--- src/rtl/poll_pkg.sv ---
package poll_pkg;
    typedef enum logic [2:0] {
        P_IDLE,
        P_READ,
        P_COMPARE,
        P_CONFIRM,
        P_DONE,
        P_FAIL
    } poll_state_e;

    typedef enum logic {
        MODE_DATA7   = 1'b0,
        MODE_TOGGLE6 = 1'b1
    } poll_mode_e;
endpackage

--- src/rtl/poll_read_seq.sv ---
module poll_read_seq #(
    parameter int DATA_W     = 8,
    parameter int ACCESS_CYC = 3
) (
    input  logic              clk,
    input  logic              rst_n,
    input  logic              go_i,
    input  logic [DATA_W-1:0] rd_data_i,
    output logic              rd_en_o,
    output logic              ack_o,
    output logic [DATA_W-1:0] data_o
);
    localparam int CNT_W = $clog2(ACCESS_CYC + 1);
    localparam logic [CNT_W-1:0] LAST = CNT_W'(ACCESS_CYC - 1);

    typedef enum logic [1:0] {SQ_IDLE, SQ_ACT, SQ_GAP} seq_state_e;

    seq_state_e       sq;
    logic [CNT_W-1:0] cnt;

    always_ff @(posedge clk) begin
        if (!rst_n) begin
            sq     <= SQ_IDLE;
            cnt    <= '0;
            data_o <= '0;
        end else begin
            unique case (sq)
                SQ_IDLE: begin
                    if (go_i) begin
                        sq  <= SQ_ACT;
                        cnt <= '0;
                    end
                end
                SQ_ACT: begin
                    if (cnt == LAST) begin
                        data_o <= rd_data_i;
                        sq     <= SQ_GAP;
                    end else begin
                        cnt <= cnt + 1'b1;
                    end
                end
                SQ_GAP:  sq <= SQ_IDLE;
                default: sq <= SQ_IDLE;
            endcase
        end
    end

    always_comb begin
        rd_en_o = (sq == SQ_ACT);
        ack_o   = (sq == SQ_GAP);
    end


    strobe_gap_chk: assert property (@(posedge clk) disable iff (!rst_n)
        $fell(rd_en_o) |=> !rd_en_o);


    go_when_idle_chk: assert property (@(posedge clk) disable iff (!rst_n)
        go_i |-> (sq == SQ_IDLE));
endmodule

--- src/rtl/poll_judge.sv ---
module poll_judge #(
    parameter int DATA_W = 8
) (
    input  poll_pkg::poll_mode_e mode_i,
    input  logic [DATA_W-1:0]    byte_i,
    input  logic                 exp_bit7_i,
    input  logic                 prev_bit6_i,
    input  logic                 have_prev_i,
    output logic                 complete_o
);
    localparam int B7 = 7;
    localparam int B6 = 6;

    always_comb begin
        unique case (mode_i)
            poll_pkg::MODE_DATA7:   complete_o = (byte_i[B7] == exp_bit7_i);
            poll_pkg::MODE_TOGGLE6: complete_o = have_prev_i && (byte_i[B6] == prev_bit6_i);
            default:                complete_o = 1'b0;
        endcase
    end
endmodule

--- src/rtl/poll_iter_cnt.sv ---
module poll_iter_cnt #(
    parameter int LIMIT_W = 16
) (
    input  logic               clk,
    input  logic               rst_n,
    input  logic               clr_i,
    input  logic               inc_i,
    input  logic [LIMIT_W-1:0] limit_i,
    output logic               reached_o
);
    localparam logic [LIMIT_W-1:0] SAT = '1;

    logic [LIMIT_W-1:0] cnt;

    always_ff @(posedge clk) begin
        if (!rst_n) begin
            cnt <= '0;
        end else if (clr_i) begin
            cnt <= '0;
        end else if (inc_i && cnt != SAT) begin
            cnt <= cnt + 1'b1;
        end
    end

    always_comb reached_o = (cnt >= limit_i);
endmodule

--- src/rtl/flash_done_poller.sv ---
module flash_done_poller #(
    parameter int ADDR_W     = 16,
    parameter int DATA_W     = 8,
    parameter int LIMIT_W    = 16,
    parameter int ACCESS_CYC = 3
) (
    input  logic               clk,
    input  logic               rst_n,
    input  logic               start_i,
    input  logic               mode_i,
    input  logic [ADDR_W-1:0]  addr_i,
    input  logic [DATA_W-1:0]  expect_i,
    input  logic [LIMIT_W-1:0] limit_i,
    output logic               rd_en_o,
    output logic [ADDR_W-1:0]  rd_addr_o,
    input  logic [DATA_W-1:0]  rd_data_i,
    output logic               busy_o,
    output logic               done_o,
    output logic               pass_o,
    output logic [DATA_W-1:0]  result_o
);
    import poll_pkg::*;

    localparam int B6 = 6;
    localparam int B7 = 7;

    poll_state_e        state, state_n;
    poll_mode_e         mode_q;
    logic [ADDR_W-1:0]  addr_q;
    logic [DATA_W-1:0]  exp_q;
    logic [LIMIT_W-1:0] limit_q;
    logic               prev6_q, have_prev_q;
    logic               go, seq_ack, complete, reached;
    logic [DATA_W-1:0]  seq_data;
    logic               accept;

    poll_read_seq #(.DATA_W(DATA_W), .ACCESS_CYC(ACCESS_CYC)) u_seq (
        .clk       (clk),
        .rst_n     (rst_n),
        .go_i      (go),
        .rd_data_i (rd_data_i),
        .rd_en_o   (rd_en_o),
        .ack_o     (seq_ack),
        .data_o    (seq_data)
    );

    poll_judge #(.DATA_W(DATA_W)) u_judge (
        .mode_i      (mode_q),
        .byte_i      (seq_data),
        .exp_bit7_i  (exp_q[B7]),
        .prev_bit6_i (prev6_q),
        .have_prev_i (have_prev_q),
        .complete_o  (complete)
    );

    poll_iter_cnt #(.LIMIT_W(LIMIT_W)) u_cnt (
        .clk       (clk),
        .rst_n     (rst_n),
        .clr_i     (accept),
        .inc_i     (state == P_READ && seq_ack),
        .limit_i   (limit_q),
        .reached_o (reached)
    );

    // Next-state and read launch
    always_comb begin
        state_n = state;
        go      = 1'b0;
        accept  = 1'b0;
        unique case (state)
            P_IDLE: begin
                if (start_i) begin
                    state_n = P_READ;
                    go      = 1'b1;
                    accept  = 1'b1;
                end
            end
            P_READ: begin
                if (seq_ack) state_n = P_COMPARE;
            end
            P_COMPARE: begin
                if (complete) begin
                    state_n = P_CONFIRM;
                    go      = 1'b1;
                end else if (reached) begin
                    state_n = P_FAIL;
                end else begin
                    state_n = P_READ;
                    go      = 1'b1;
                end
            end
            P_CONFIRM: begin
                if (seq_ack) begin
                    if (mode_q == MODE_DATA7 && seq_data != exp_q) state_n = P_FAIL;
                    else                                          state_n = P_DONE;
                end
            end
            P_DONE:  state_n = P_IDLE;
            P_FAIL:  state_n = P_IDLE;
            default: state_n = P_IDLE;
        endcase
    end

    // State register
    always_ff @(posedge clk) begin
        if (!rst_n) state <= P_IDLE;
        else        state <= state_n;
    end

    // Operation context and outcome
    always_ff @(posedge clk) begin
        if (!rst_n) begin
            mode_q      <= MODE_DATA7;
            addr_q      <= '0;
            exp_q       <= '0;
            limit_q     <= '0;
            prev6_q     <= 1'b0;
            have_prev_q <= 1'b0;
            pass_o      <= 1'b0;
            result_o    <= '0;
        end else begin
            if (accept) begin
                mode_q      <= poll_mode_e'(mode_i);
                addr_q      <= addr_i;
                exp_q       <= expect_i;
                limit_q     <= limit_i;
                have_prev_q <= 1'b0;
            end
            if (state == P_COMPARE) begin
                prev6_q     <= seq_data[B6];
                have_prev_q <= 1'b1;
            end
            if (state != P_DONE && state != P_FAIL &&
                (state_n == P_DONE || state_n == P_FAIL)) begin
                pass_o   <= (state_n == P_DONE);
                result_o <= seq_data;
            end
        end
    end

    // Outputs
    always_comb begin
        busy_o    = (state != P_IDLE);
        done_o    = (state == P_DONE) || (state == P_FAIL);
        rd_addr_o = addr_q;
    end


    addr_hold_chk: assert property (@(posedge clk) disable iff (!rst_n)
        (busy_o && $past(busy_o)) |-> $stable(rd_addr_o));


    busy_start_ignored_chk: assert property (@(posedge clk) disable iff (!rst_n)
        (busy_o && start_i) |=> ($stable(rd_addr_o) && $stable(mode_q)));


    confirm_match_chk: assert property (@(posedge clk) disable iff (!rst_n)
        (done_o && pass_o && mode_q == MODE_DATA7) |-> (result_o == exp_q));


    done_pulse_chk: assert property (@(posedge clk) disable iff (!rst_n)
        done_o |=> (!done_o && !busy_o));


    idle_quiet_chk: assert property (@(posedge clk) disable iff (!rst_n)
        (!busy_o) |-> !rd_en_o);
endmodule

--- config.mk ---
export PLATFORM = sky130hd
export DESIGN_NAME = flash_done_poller
export DESIGN_NICKNAME = d
export VERILOG_FILES = /design/src/rtl/poll_pkg.sv /design/src/rtl/poll_read_seq.sv /design/src/rtl/poll_judge.sv /design/src/rtl/poll_iter_cnt.sv /design/src/rtl/flash_done_poller.sv
export SDC_FILE = /design/constraint.sdc
export NUM_CORES = 1
export LEC_CHECK = 0
export ABC_CLOCK_PERIOD_IN_PS = 2100
export CAP_MARGIN = 20
export CORE_UTILIZATION = 57
export CTS_CLUSTER_DIAMETER = 40
export CTS_CLUSTER_SIZE = 25
export DETAILED_ROUTE_END_ITERATION = 7
export DONT_BUFFER_PORTS = 1
export GPL_TIMING_DRIVEN = 0
export PLACE_DENSITY = 0.77
export SLEW_MARGIN = 10
export SYNTH_ARGS = -nofsm -noshare
export SYNTH_HDL_FRONTEND = slang
export SYNTH_SLANG_ARGS = --single-unit
--- constraint.sdc ---
create_clock -name clk -period 2.1 [get_ports clk]
set_clock_uncertainty 0.05 [all_clocks]
set_input_delay 0.21 -clock clk [delete_from_list [all_inputs] [get_ports clk]]
set_output_delay 0.21 -clock clk [all_outputs]
set_load 0.005 [all_outputs]
==> impl_results.md <==
* Final critical path time including I/O delays and setup at 2.31 ns
* Asr flop ratio synth at 0%
* Maximum fanout encountered on the critical timing path at 5
* Global-route wire length before repair at 14,600 um
* Total nets after synthesis at 533
* Number of vias per cell after detailed routing at 5.58
* GRT Residual Overflow at 0
* Number of nets in the layout at 604
* Number of antenna violations at the first check in global routing at 0
* Ratio of cells with drive above 1 in the final layout at 9.83%
* Buffers from clock root to sink, at most at 2
* Placement Rows at 29
* Number of flip-flops and latches in the synthesized netlist at 83
* Violations in the final reports: setup timing
* Final weighted congestion of routability-driven global placement at 0.785
* Cts bufs inserted at 9
* Number of hold-slack violations in the final timing report at 0
* Average wire per cell in the routed design at 15.5 um
* Synthesized area divided by synthesized cell count at 8.03 um^2
* Fraction of the core area covered by cells at the end of the flow at 74.4%
* CTS tree: built
* Die X at 82.8 um
* Area added between synthesis and finish at 26.3%
* Kind of path behind the tightest hold check: primary input to flip-flop
* Via count of the first global-routing pass at 3,167
* Endpoints failing setup at 13
* IO buf count at 0
* Area of the multi-input gates at 1990 um^2
* Fraction of post-synthesis cell area in the top cell type by area at 44.7%
* Tightest Pin Transition at 0.527 ns
* Critical Path AT at 2.54 ns
* Dpl ws at -0.378 ns
* I/O pin cnt at 80
* Slew Limit Fails at 0
* Cell type with the highest aggregate area in the netlist: sky130_fd_sc_hd__dfxtp_1
* Power Dens Cells at 666 nW/um^2
* Global router's overall resource usage at 28.8%
* Count of max-cap constraint violations at 0
* Clk_lat worst skew at 0.36 ns
* Most instantiated flip-flop cell in the synthesis netlist: sky130_fd_sc_hd__dfxtp_1
* Post-Route WL at 9550 um
* Share of the clock period used by the worst path after layout at 110%
* Setup repair after global routing missed its margin: true
* Relative max-transition margin at 64.4%
* Die Span Y at 82.8 um
* Vias after detailed routing at 3,437
* Leak pwr at 0.00183 uW
* Instance count of the mapped netlist at 463
* Clk sink count at 83
* Setup TNS at -1.83 ns
* Die footprint at 6850 um^2
* Footprint of the flip-flops and latches at 1670 um^2
* Starting DRT DRC Count at 206
* Startpoint type of the worst setup path: flip-flop
* Count of flip-flops with a built-in enable after synthesis at 0
* Routed Antenna Nets at 0
* IR Drop Worst-Case VDD at 0.696 mV
* Post-detailed-placement half-perimeter wirelength at 5990 um
* Highest-count cells in the layout ignoring fill and taps: 124 x sky130_fd_sc_hd__nand2_1, 77 x sky130_fd_sc_hd__dfxtp_1, 59 x sky130_fd_sc_hd__a21oi_1
* Detailed-router iteration count before antenna repair at 4
* Clock transition at the registers of the reported paths at 0.10 ns
* Largest net degree at the start of global routing at 17
* Distinct cell type count of the synthesized netlist at 42
* Worst Setup Slack, final at -0.210 ns
* Post-synthesis instance area at 3720 um^2
* Diodes inserted at 0
* Commonest non-fill, non-tap cell in the layout: sky130_fd_sc_hd__nand2_1
* Htree depth at 3
* Classification of the worst setup path: flip-flop to flip-flop
* Number of warnings issued by yosys at 0
* Effective utilization at floorplan at 58.9%
* Number of DRC violations after detailed routing at 0
* Synth top area cells: sky130_fd_sc_hd__dfxtp_1 45%, sky130_fd_sc_hd__nand2_1 13%, sky130_fd_sc_hd__a21oi_1 8.2%
* Core area at 6310 um^2
* Layout fillers at 438
* Post-synthesis sequential area ratio at 44.7%
* Required time at the worst-slack endpoint at 2.33 ns
* Result of the run: finished, violations left
* Max frequency at 433 MHz
* CTS Root Buffer Type: sky130_fd_sc_hd__clkbuf_8
* Sort of element at the end of the critical path: flip-flop
* Final total power at 3130 uW
[through the flow]
step	instances	hold slack [ns]	area, um^2
finish	616	0.0258	4700
global route	616	0.0300	4700
CTS	610	0.0143	4600
detailed placement	540	0.303	3830
global placement	540	0.299	3830
floorplan	463	0.296	3730
[cell usage after synthesis (9+ instances only)]
cell type / count
sky130_fd_sc_hd__a21oi_1: 61
sky130_fd_sc_hd__clkbuf_1: 19
sky130_fd_sc_hd__dfxtp_1: 83
sky130_fd_sc_hd__ha_1: 18
sky130_fd_sc_hd__inv_1: 24
sky130_fd_sc_hd__mux2i_1: 10
sky130_fd_sc_hd__nand2_1: 124
sky130_fd_sc_hd__nand3_1: 14
sky130_fd_sc_hd__nor2_1: 25
sky130_fd_sc_hd__nor3_1: 10
sky130_fd_sc_hd__xnor2_1: 13
sky130_fd_sc_hd__xor2_1: 9
[layer usage]
metal	routed length (um)	part of all wire (%)	global-route usage [%]	vias up
li1	-	-	-	1687
met1	4080	43	36.6	1622
met2	4700	49	48.1	115
met3	627	6.6	6.34	13
met4	141	1.5	9.66	0
met5	0	0	0	-
[where the power goes]
group	internal [uW]	switching, uW	total, uW	leakage [uW]
clock network	445	612	1060	0.0000840
logic	179	219	398	0.00106
registers	1630	44.0	1680	0.000679
total	2260	875	3130	0.00183
[area by class of cell]
type / instances / area share, %
Multi-Input combinational cell: 334 / 42.3
Sequential cell: 83 / 35.6
Timing Repair Buffer: 60 / 12.3
Clock buffer: 9 / 2.64
Tap cell: 77 / 2.05
Inverter: 25 / 2.00
Buffer: 21 / 1.92
Clock inverter: 7 / 1.28
[cells by family after synthesis]
group                      count (synthesis)  share of synthesized area, %
xor gates and xnor gates                  22                          5.18
and+or+nand+nor                          200                          23.4
adders and majority gates                 18                          6.05
buffers and inverters                     46                          4.84
muxes                                     10                          2.69
AOI/OAI and AO/OA                         84                          13.2
DFF                                       83                          44.7
[worst max-delay path, cell delays in order (launching register included)]
cell	delay [ns]
sky130_fd_sc_hd__dfxtp_4	0.36
sky130_fd_sc_hd__ha_4	0.24
sky130_fd_sc_hd__a21o_1	0.16
sky130_fd_sc_hd__a21o_1	0.18
sky130_fd_sc_hd__a2111oi_4	0.40
sky130_fd_sc_hd__o311ai_4	0.17
sky130_fd_sc_hd__a32oi_2	0.29
sky130_fd_sc_hd__buf_6	0.18
sky130_fd_sc_hd__mux2i_2	0.22
[path summary, 6_finish.rpt]
check	depth (start not counted)	slack [ns]	startpoint	to
worst min-delay path	2	0.03	rst_n	rd_addr_o[5]
worst min register to register	2	0.41	limit_q[5]	limit_q[5]
worst max-delay path	8	-0.21	u_cnt.cnt[13]	result_o[4]
worst max register to register	8	-0.21	u_cnt.cnt[13]	result_o[4]
[flip-flops by register name, indices dropped and copies added, names as in the netlist]
| signal | cells |
|---|---|
| u_cnt.cnt | 16 |
| u_seq.data_o | 8 |
| u_seq.sq | 2 |
| have_prev_q | 1 |
| exp_q | 8 |
| rd_addr_o | 16 |
| state | 3 |
| pass_o | 1 |
| u_seq.cnt | 2 |
| prev6_q | 1 |
| result_o | 8 |
| mode_q | 1 |
| limit_q | 16 |
[repair_timing]
item                       4_1_cts  5_1_grt
pin swaps                        6        9
buffers inserted                 3        7
hold endpoints to repair        52        0
hold buffers                    50        0
setup endpoints to repair       16       35
gates cloned                     1        0
resized for setup               13       16
(Power assumes the default switching activity.)
